$ cat src/rtl/gpio_bank_pkg.sv
package gpio_bank_pkg;

    localparam int WORD_W = 32;

    typedef enum logic [2:0] {
        RK_ENABLE = 3'd0,
        RK_DOUT   = 3'd1,
        RK_DIR    = 3'd2,
        RK_DIN    = 3'd3,
        RK_MASK   = 3'd4,
        RK_STAT   = 3'd5,
        RK_ETYPE  = 3'd6
    } reg_kind_e;

    typedef struct packed {
        logic      wr;
        reg_kind_e kind;
    } bus_dec_t;

    function automatic int bank_count(input int num_pins);
        return (num_pins + WORD_W - 1) / WORD_W;
    endfunction

    // Register bit used by a physical pin, -1 when the pin has none.
    function automatic int pin_to_bit(input int pin, input int num_pins, input bit remap);
        if (pin < 0 || pin >= num_pins) return -1;
        if (!remap)    return pin;
        if (pin <= 27) return pin + 4;
        if (pin <= 33) return -1;
        if (pin <= 97) return pin - 2;
        if (pin <= 101) return 101 - pin;
        return -1;
    endfunction

    // Physical pin served by a register bit, -1 when the bit is unmapped.
    function automatic int bit_to_pin(input int b, input int num_pins, input bit remap);
        for (int p = 0; p < num_pins; p++) begin
            if (pin_to_bit(p, num_pins, remap) == b) return p;
        end
        return -1;
    endfunction

endpackage

$ cat src/rtl/gpio_sync.sv
module gpio_sync #(
    parameter int W = 8
) (
    input  logic         clk,
    input  logic         rst,
    input  logic [W-1:0] async_in,
    output logic [W-1:0] sync_out
);
    logic [W-1:0] meta_q;
    logic [W-1:0] stable_q;

    always_ff @(posedge clk) begin
        if (rst) begin
            meta_q   <= '0;
            stable_q <= '0;
        end else begin
            meta_q   <= async_in;
            stable_q <= meta_q;
        end
    end

    assign sync_out = stable_q;
endmodule

$ cat src/rtl/gpio_evt_detect.sv
module gpio_evt_detect #(
    parameter int W        = 8,
    parameter bit HAS_EDGE = 1'b1
) (
    input  logic         clk,
    input  logic         rst,
    input  logic [W-1:0] cur,
    input  logic [W-1:0] rise_sel,
    output logic [W-1:0] evt
);
    if (HAS_EDGE) begin : g_edge
        logic [W-1:0] prev_q;

        always_ff @(posedge clk) begin
            if (rst) prev_q <= '0;
            else     prev_q <= cur;
        end

        assign evt = (cur & ~prev_q & rise_sel) | (~cur & prev_q & ~rise_sel);
    end else begin : g_level
        logic unused_sel;
        assign unused_sel = ^rise_sel;
        assign evt        = cur;
    end
endmodule

$ cat src/rtl/gpio_irq_stat.sv
module gpio_irq_stat #(
    parameter int W = 8
) (
    input  logic         clk,
    input  logic         rst,
    input  logic [W-1:0] hit,
    input  logic [W-1:0] keep,
    output logic [W-1:0] stat,
    output logic         irq
);
    logic [W-1:0] stat_q;
    logic         irq_q;

    always_ff @(posedge clk) begin
        if (rst) begin
            stat_q <= '0;
            irq_q  <= 1'b0;
        end else begin
            // a new event wins over a clearing write in the same cycle
            stat_q <= (stat_q & keep) | hit;
            irq_q  <= |stat_q;
        end
    end

    assign stat = stat_q;
    assign irq  = irq_q;
endmodule

$ cat src/rtl/gpio_bank_ctrl.sv
module gpio_bank_ctrl
    import gpio_bank_pkg::*;
#(
    parameter int NUM_PINS = 102,
    parameter bit REMAP    = 1'b0,
    parameter bit HAS_EDGE = 1'b1,
    localparam int BANKS   = bank_count(NUM_PINS),
    localparam int BANK_W  = (BANKS > 1) ? $clog2(BANKS) : 1,
    localparam int ADDR_W  = 3 + BANK_W
) (
    input  logic                clk,
    input  logic                rst,
    input  logic                bus_we,
    input  logic [ADDR_W-1:0]   bus_addr,
    input  logic [WORD_W-1:0]   bus_wdata,
    output logic [WORD_W-1:0]   bus_rdata,
    input  logic [NUM_PINS-1:0] pad_in,
    output logic [NUM_PINS-1:0] pad_out,
    output logic [NUM_PINS-1:0] pad_oe,
    output logic                irq
);
    localparam int NBITS = BANKS * WORD_W;

    logic [NBITS-1:0]    bit_valid;
    logic [NBITS-1:0]    in_bits;
    logic [NUM_PINS-1:0] pin_sync;

    logic [NBITS-1:0] en_q, dout_q, dir_q, mask_q, etype_q;
    logic [NBITS-1:0] wr_lane, wr_full, stat_keep;
    logic [NBITS-1:0] evt_bits, hit, stat_bits, rd_src;

    bus_dec_t          acc;
    logic [BANK_W-1:0] acc_bank;

    assign acc.wr   = bus_we;
    assign acc.kind = reg_kind_e'(bus_addr[ADDR_W-1 -: 3]);
    assign acc_bank = bus_addr[BANK_W-1:0];

    gpio_sync #(.W(NUM_PINS)) u_sync (
        .clk      (clk),
        .rst      (rst),
        .async_in (pad_in),
        .sync_out (pin_sync)
    );

    // Bit side of the map: which pin feeds each register bit.
    for (genvar b = 0; b < NBITS; b++) begin : g_bit
        localparam int PB = bit_to_pin(b, NUM_PINS, REMAP);
        if (PB >= 0) begin : g_mapped
            assign bit_valid[b] = 1'b1;
            assign in_bits[b]   = pin_sync[PB];
        end else begin : g_unmapped
            assign bit_valid[b] = 1'b0;
            assign in_bits[b]   = 1'b0;
        end
    end

    // Pin side of the map: which register bit drives each pad.
    for (genvar p = 0; p < NUM_PINS; p++) begin : g_pin
        localparam int BP = pin_to_bit(p, NUM_PINS, REMAP);
        if (BP >= 0) begin : g_mapped
            assign pad_out[p] = dout_q[BP];
            assign pad_oe[p]  = en_q[BP] & ~dir_q[BP];
        end else begin : g_unmapped
            assign pad_out[p] = 1'b0;
            assign pad_oe[p]  = 1'b0;
        end
    end

    // Spread the bus word over the addressed bank; unmapped bits never written.
    always_comb begin
        wr_lane = '0;
        wr_full = '0;
        for (int k = 0; k < BANKS; k++) begin
            if (acc_bank == BANK_W'(k)) begin
                wr_lane[k*WORD_W +: WORD_W] = '1;
                wr_full[k*WORD_W +: WORD_W] = bus_wdata;
            end
        end
        wr_lane = wr_lane & bit_valid;
    end

    always_ff @(posedge clk) begin
        if (rst) begin
            en_q    <= '0;
            dout_q  <= '0;
            dir_q   <= bit_valid;
            mask_q  <= bit_valid;
            etype_q <= '0;
        end else if (acc.wr) begin
            case (acc.kind)
                RK_ENABLE: en_q   <= (en_q   & ~wr_lane) | (wr_full & wr_lane);
                RK_DOUT:   dout_q <= (dout_q & ~wr_lane) | (wr_full & wr_lane);
                RK_DIR:    dir_q  <= (dir_q  & ~wr_lane) | (wr_full & wr_lane);
                RK_MASK:   mask_q <= (mask_q & ~wr_lane) | (wr_full & wr_lane);
                RK_ETYPE: begin
                    if (HAS_EDGE) etype_q <= (etype_q & ~wr_lane) | (wr_full & wr_lane);
                end
                default: ;
            endcase
        end
    end

    // Zero-to-clear: a written 0 on a mapped bit drops it, a 1 keeps it.
    always_comb begin
        if (acc.wr && acc.kind == RK_STAT) stat_keep = ~(wr_lane & ~wr_full);
        else                                stat_keep = '1;
    end

    gpio_evt_detect #(.W(NBITS), .HAS_EDGE(HAS_EDGE)) u_evt (
        .clk      (clk),
        .rst      (rst),
        .cur      (in_bits),
        .rise_sel (etype_q),
        .evt      (evt_bits)
    );

    assign hit = evt_bits & en_q & ~mask_q & bit_valid;

    gpio_irq_stat #(.W(NBITS)) u_stat (
        .clk  (clk),
        .rst  (rst),
        .hit  (hit),
        .keep (stat_keep),
        .stat (stat_bits),
        .irq  (irq)
    );

    always_comb begin
        case (acc.kind)
            RK_ENABLE: rd_src = en_q;
            RK_DOUT:   rd_src = dout_q;
            RK_DIR:    rd_src = dir_q;
            RK_DIN:    rd_src = in_bits;
            RK_MASK:   rd_src = mask_q;
            RK_STAT:   rd_src = stat_bits;
            RK_ETYPE:  rd_src = etype_q;
            default:   rd_src = '0;
        endcase
        bus_rdata = '0;
        for (int k = 0; k < BANKS; k++) begin
            if (acc_bank == BANK_W'(k)) bus_rdata = rd_src[k*WORD_W +: WORD_W];
        end
    end
endmodule

$ cat config.mk
export PLATFORM = sky130hd
export DESIGN_NAME = gpio_bank_ctrl
export DESIGN_NICKNAME = d
export VERILOG_FILES = /design/src/rtl/gpio_bank_pkg.sv /design/src/rtl/gpio_sync.sv /design/src/rtl/gpio_evt_detect.sv /design/src/rtl/gpio_irq_stat.sv /design/src/rtl/gpio_bank_ctrl.sv
export SDC_FILE = /design/constraint.sdc
export NUM_CORES = 2
export LEC_CHECK = 0
export BUFFER_PORTS_ARGS = -buffer_cell sky130_fd_sc_hd__buf_2
export CAP_MARGIN = 40
export CORE_ASPECT_RATIO = 0.8
export CORE_MARGIN = 4
export CORE_UTILIZATION = 40
export CTS_CLUSTER_DIAMETER = 100
export DETAILED_ROUTE_END_ITERATION = 16
export HOLD_SLACK_MARGIN = 0.1
export PLACE_DENSITY_LB_ADDON = 0.3
export SYNTH_ARGS = -nofsm -noshare
export SYNTH_HDL_FRONTEND = slang
export SYNTH_HIERARCHICAL = 1
export SYNTH_SLANG_ARGS = --single-unit
$ cat constraint.sdc
create_clock -name clk -period 2.9 [get_ports clk]
set_input_delay 0.58 -clock clk [delete_from_list [all_inputs] [get_ports clk]]
set_output_delay 0.58 -clock clk [all_outputs]
set_load 0.02 [all_outputs]
# Yosys cells after proc, flatten, opt, wreduce, memory -nomap -nowiden
# Index checks and enable logic that the tools add are counted.
dict set report classes {
  n_eq_ne 9
  muxes 14
  bitwise_logic 232
  reduce_logical 9
}
# operator count
set ops {}
lappend ops {{$pmux W128 S7} 1}
lappend ops {{$and A128 B128 Y128} 6}
lappend ops {{$or A128 B128 Y128} 5}
lappend ops {{$and A102 B102 Y102} 6}
lappend ops {{$not A102 Y102} 4}
lappend ops {{$mux W32} 11}
lappend ops {{$not A128 Y128} 2}
lappend ops {{$and A102 B128 Y128} 1}
lappend ops {{$and A128 B102 Y128} 1}
lappend ops {{$mux W128} 1}
lappend ops {{$not A102 Y128} 1}
lappend ops {{$or A128 B102 Y128} 1}
lappend ops {{$reduce_or A128 Y1} 1}
lappend ops {{$and A1 B1 Y1} 102}
lappend ops {{$not A1 Y1} 102}
lappend ops {{$or A102 B102 Y102} 1}
lappend ops {{$reduce_and A2 Y1} 5}
lappend ops {{$eq A3 B3 Y1 const B} 3}
lappend ops {{$eq A3 B2 Y1 const B} 2}
lappend ops {{$mux W6} 1}
lappend ops {{$eq A2 B2 Y1 const B} 2}
lappend ops {{$eq A3 B1 Y1 const B} 1}
lappend ops {{$logic_not A3 Y1} 1}
lappend ops {{$eq A2 B1 Y1 const B} 1}
lappend ops {{other kinds (2)} 2}
dict set report word_totals {
  ff_bits 1075
  inputBits 142
  out_inout_bits 237
  elab_cells 274
}

# Logic depth before layout (Yosys ltp)
dict set report depth {
  ltp_word 8
  ltp_mapped 9
  depth_no_buf 6
}

# Cells and area by module
# The synthesis kept the hierarchy.
# module instances cells_each area_each_um2 seq_area_each_um2
set modules_own_cells {}
lappend modules_own_cells {gpio_bank_ctrl 1 3556 26998.4 10209.8}
lappend modules_own_cells {gpio_evt_detect 1 654 5866.9 2562.5}
lappend modules_own_cells {gpio_sync 1 430 5465.2 4083.9}
lappend modules_own_cells {gpio_irq_stat 1 442 4043.9 2582.5}

# Worst setup path before layout
# OpenSTA, ideal clock, no wires.
dict set report synth_timing {
  path_kind {in2out}
  from {input port bus_addr[3]}
  to {output port bus_rdata[4]}
  arrival_time_ns 2.417
  required_time_ns 2.320
  setup_slack_ns -0.097
  path_stages 7
  n_path_buf 5
  path_cell_list {buf_6 -> buf_6 -> buf_2 -> buf_6 -> buf_2 -> o221a_2 -> a2111oi_1}
}
dict set report synth_between {
  elab_chain_cells 6
  elab_cells_between_ends 12
  cone_classes {eq/ne: 6; mux: 5; reduce/logical: 1}
}
# element line_no
set synth_lines {}
lappend synth_lines {{start, declared} gpio_bank_ctrl.sv:14} ;# input logic [ADDR_W-1:0] bus_addr,
lappend synth_lines {{$eq A3 B3 Y1 (tied with other cells)} gpio_bank_ctrl.sv:130} ;# case (acc.kind)
lappend synth_lines {{$pmux W128 S7 *} gpio_bank_ctrl.sv:130}
lappend synth_lines {{$mux W32 (3 in series)} gpio_bank_ctrl.sv:142} ;# if (acc_bank == BANK_W'(k)) bus_rdata = rd_src[k*WORD_W +: WORD_W];
lappend synth_lines {{$mux W32 *} gpio_bank_ctrl.sv:142}
lappend synth_lines {{end, declared} gpio_bank_ctrl.sv:16} ;# output logic [WORD_W-1:0] bus_rdata,
# Every way passes the cells marked *; elsewhere a longest branch is shown, timed or not.

# Final worst setup path
dict set report layout_timing {
  from {register u_stat.stat_q[31], in the netlist u_stat/stat[31]}
  to {output port bus_rdata[31]}
}
dict set report layout_between {
  elab_chain_cells 5
}
# element line_no
set layout_lines {}
lappend layout_lines {{start, declared} gpio_irq_stat.sv:11} ;# logic [W-1:0] stat_q;
lappend layout_lines {{start signal, assigned} gpio_irq_stat.sv:20} ;# stat_q <= (stat_q & keep) | hit;
lappend layout_lines {{$pmux W128 S7} gpio_bank_ctrl.sv:130}
lappend layout_lines {{$mux W32 (4 in series)} gpio_bank_ctrl.sv:142}
# Every way passes these cells.

==> results_dict.tcl <==
set metrics [dict create \
    ant_nets 0 \
    dp.cells 6621 \
    syn_area_per_cell_sq_um 8.32 \
    grt_overflow 0 \
    multiInputGateArea_sq_um 21700 \
    core_area_sq_um 102000 \
    antenna_cells 0 \
    die_w_um 367 \
    rr_startpoint "u_stat/stat[10]$_SDFF_PP0_" \
    yosys_warnings 6 \
    rsz0062_at_grt "yes" \
    regToRegSetupSlack_ps 680 \
    cts_tree "done" \
    cts_made_buffers 96 \
    hp-class "in -> reg" \
    slew_violations 0 \
    worst-setup-path-type "reg -> out" \
    layout.cells.non_filler 6991 \
    routed_wl_mm 171 \
    drive_gt1_share_pct 23.3 \
    irDropWorstVdd_mv 0.508 \
    areaGrowthSynthToFinish_pct 29.3 \
    grt_pass1_wl_mm 246 \
    die_y_um 295 \
    hold_viol 0 \
    vias 39900 \
    cp_max_fo 2 \
    holdPathStages 2 \
    r2r-end "u_stat/irq$_SDFF_PP0_" \
    first_iter_violations 4948 \
    worstPathCellList "mux2_4 > a221o_1 > a221oi_2 > a311oi_2 > a211o_4 > buf_6" \
    critPathMaxStageDelay_ps 350 \
    finalSetupViolCount 29 \
    port_buffers 378 \
    antenna_found_initial 2 \
    ff_latch_area_sq_um 19000 \
    clk_pin_slew_ps 60 \
    period_needed_ps 3160 \
    relSlewSlack_pct 38.8 \
    fmax_mhz 317 \
    status "finished, violations left" \
    place.gp.congestion 0.952 \
    cts_num_sinks 945 \
    design_area_sq_um 53300 \
    dieArea_sq_um 108000 \
    maxCapViolations 0 \
    fin_ws_ps -256 \
    grt_use_total_pct 30.0 \
    pin_count 379 \
    crit_path_top_delay_cell "a211o_4" \
    skew_ps 31.7 \
    initial_core_util_pct 40.3 \
    route.detailed.drc 0 \
    critPathLaunchType "flip-flop" \
    dp.final_hpwl_mm 116 \
    worst_pin_slew_ps 910 \
    ctsLongestPathBuffers 3 \
    violations "negative setup slack" \
    synthCells 4951 \
    rows 105 \
    leakage_nw 20.8 \
    h-tree-depth 3 \
    nNetsFinal 5719 \
    cp.required_ps 2320 \
    via_per_inst 5.71 \
    grt_max_degree 120 \
    hold_path.startpoint "pad_in[27]" \
    critPathCaptureType "output pin" \
    worstSkewPairLatency_ps 730 \
    hold_end "u_sync/meta_q[27]$_SDFF_PP0_" \
    p_per_area_nw_per_um2 564 \
    dpl_cell_area_sq_um 46200 \
    rr_worst_depth 5 \
    grt_pass1_vias 37200 \
    dr.pass1.iters 6 \
    cts_root_buf "clkbuf_16" \
    syn-cell-area_sq_um 41200 \
    post-route-period-util_pct 109 \
    fillers 9238 \
    crit_arrival_ps 2580 \
    routedWlPerCell_um 24.5 \
]
[final cells by class]
| cell class | instances | share of cell area, % |
|---|---|---|
| timing repair buffer | 878 | 14.0 |
| clock inverter | 53 | 1.34 |
| multi-input combinational | 3651 | 40.7 |
| tap | 1337 | 3.14 |
| sequential | 945 | 35.7 |
| inverter | 5 | 0.0376 |
| clock buffer | 122 | 5.00 |
[repair_timing]
action,CTS,global route
hold buffers,99,0
setup buffers,68,35
cloned,5,5
gates resized for setup,345,116
setup endpoints to repair,32,32
endpoints found under the hold margin,99,0
pin swaps,93,70
[through the flow]
step                hold WS (ps)  setup WS (ps)  util [%]  setup TNS (ps)  power [mW]
floorplan                    414           47.3         -               0        15.1
global placement             421           -549      45.1           -7940        16.2
detailed placement           420           -580      45.1           -8030        16.2
CTS                          102           -300      51.2           -2890        29.9
global route                 122           -290      52.1           -3160        30.8
finish                       125           -256      52.1           -2340        30.0
[critical path: cells and delay by family, from the launching register on]
| kind | cells | cell delay [ps] |
|---|---|---|
| compound gates | 4 | 1100 |
| buf+inv | 1 | 150 |
| flops | 1 | 340 |
| mux | 1 | 250 |
[per-layer routing]
layer  wire length [um]  vias up  GRT usage [%]
met5                 13        -              0
met4               6550        2           11.2
met3              20300      363           7.94
met2              74800     2359           46.5
met1              69800    19200           40.4
li1                   -    18100              -
[how the worst max path moves through the flow]
| stage | startpoint | end | slack, ps | depth (start not counted) |
|---|---|---|---|---|
| floorplan | bus_addr[3] | bus_rdata[0] | 50 | 9 |
| global placement | bus_addr[4] | bus_rdata[1] | -550 | 10 |
| detailed placement | bus_addr[4] | bus_rdata[1] | -580 | 10 |
| CTS | u_stat/stat[31]$_SDFF_PP0_ | bus_rdata[31] | -300 | 6 |
| global route | u_stat/stat[31]$_SDFF_PP0_ | bus_rdata[31] | -290 | 6 |
| finish | u_stat/stat[31]$_SDFF_PP0_ | bus_rdata[31] | -260 | 6 |
[cells in the final DEF (no fill, tap or decap), drive strengths merged, types with 13 or more instances in the layout]
cell type	n
o221ai	28
or3	102
dfxtp	945
nor2b	422
a22o	28
clkinv	22
dlygate4sd3	99
nand2b	106
mux2	89
o2bb2ai	17
o22ai	22
mux4	18
a221oi	64
o21ai	143
nor2	298
a221o	16
conb	52
nand3	26
nand2	1129
bufinv	13
a21oi	513
clkbuf	128
buf	772
a22oi	67
mux2i	87
nor4	36
nand3b	304
[report_power, final]
group          switching [mW]  internal, mW
Sequential              0.226          13.2
Clock                    5.73          7.72
Combinational            1.77          1.35
Power figures use the tool's default switching activity.
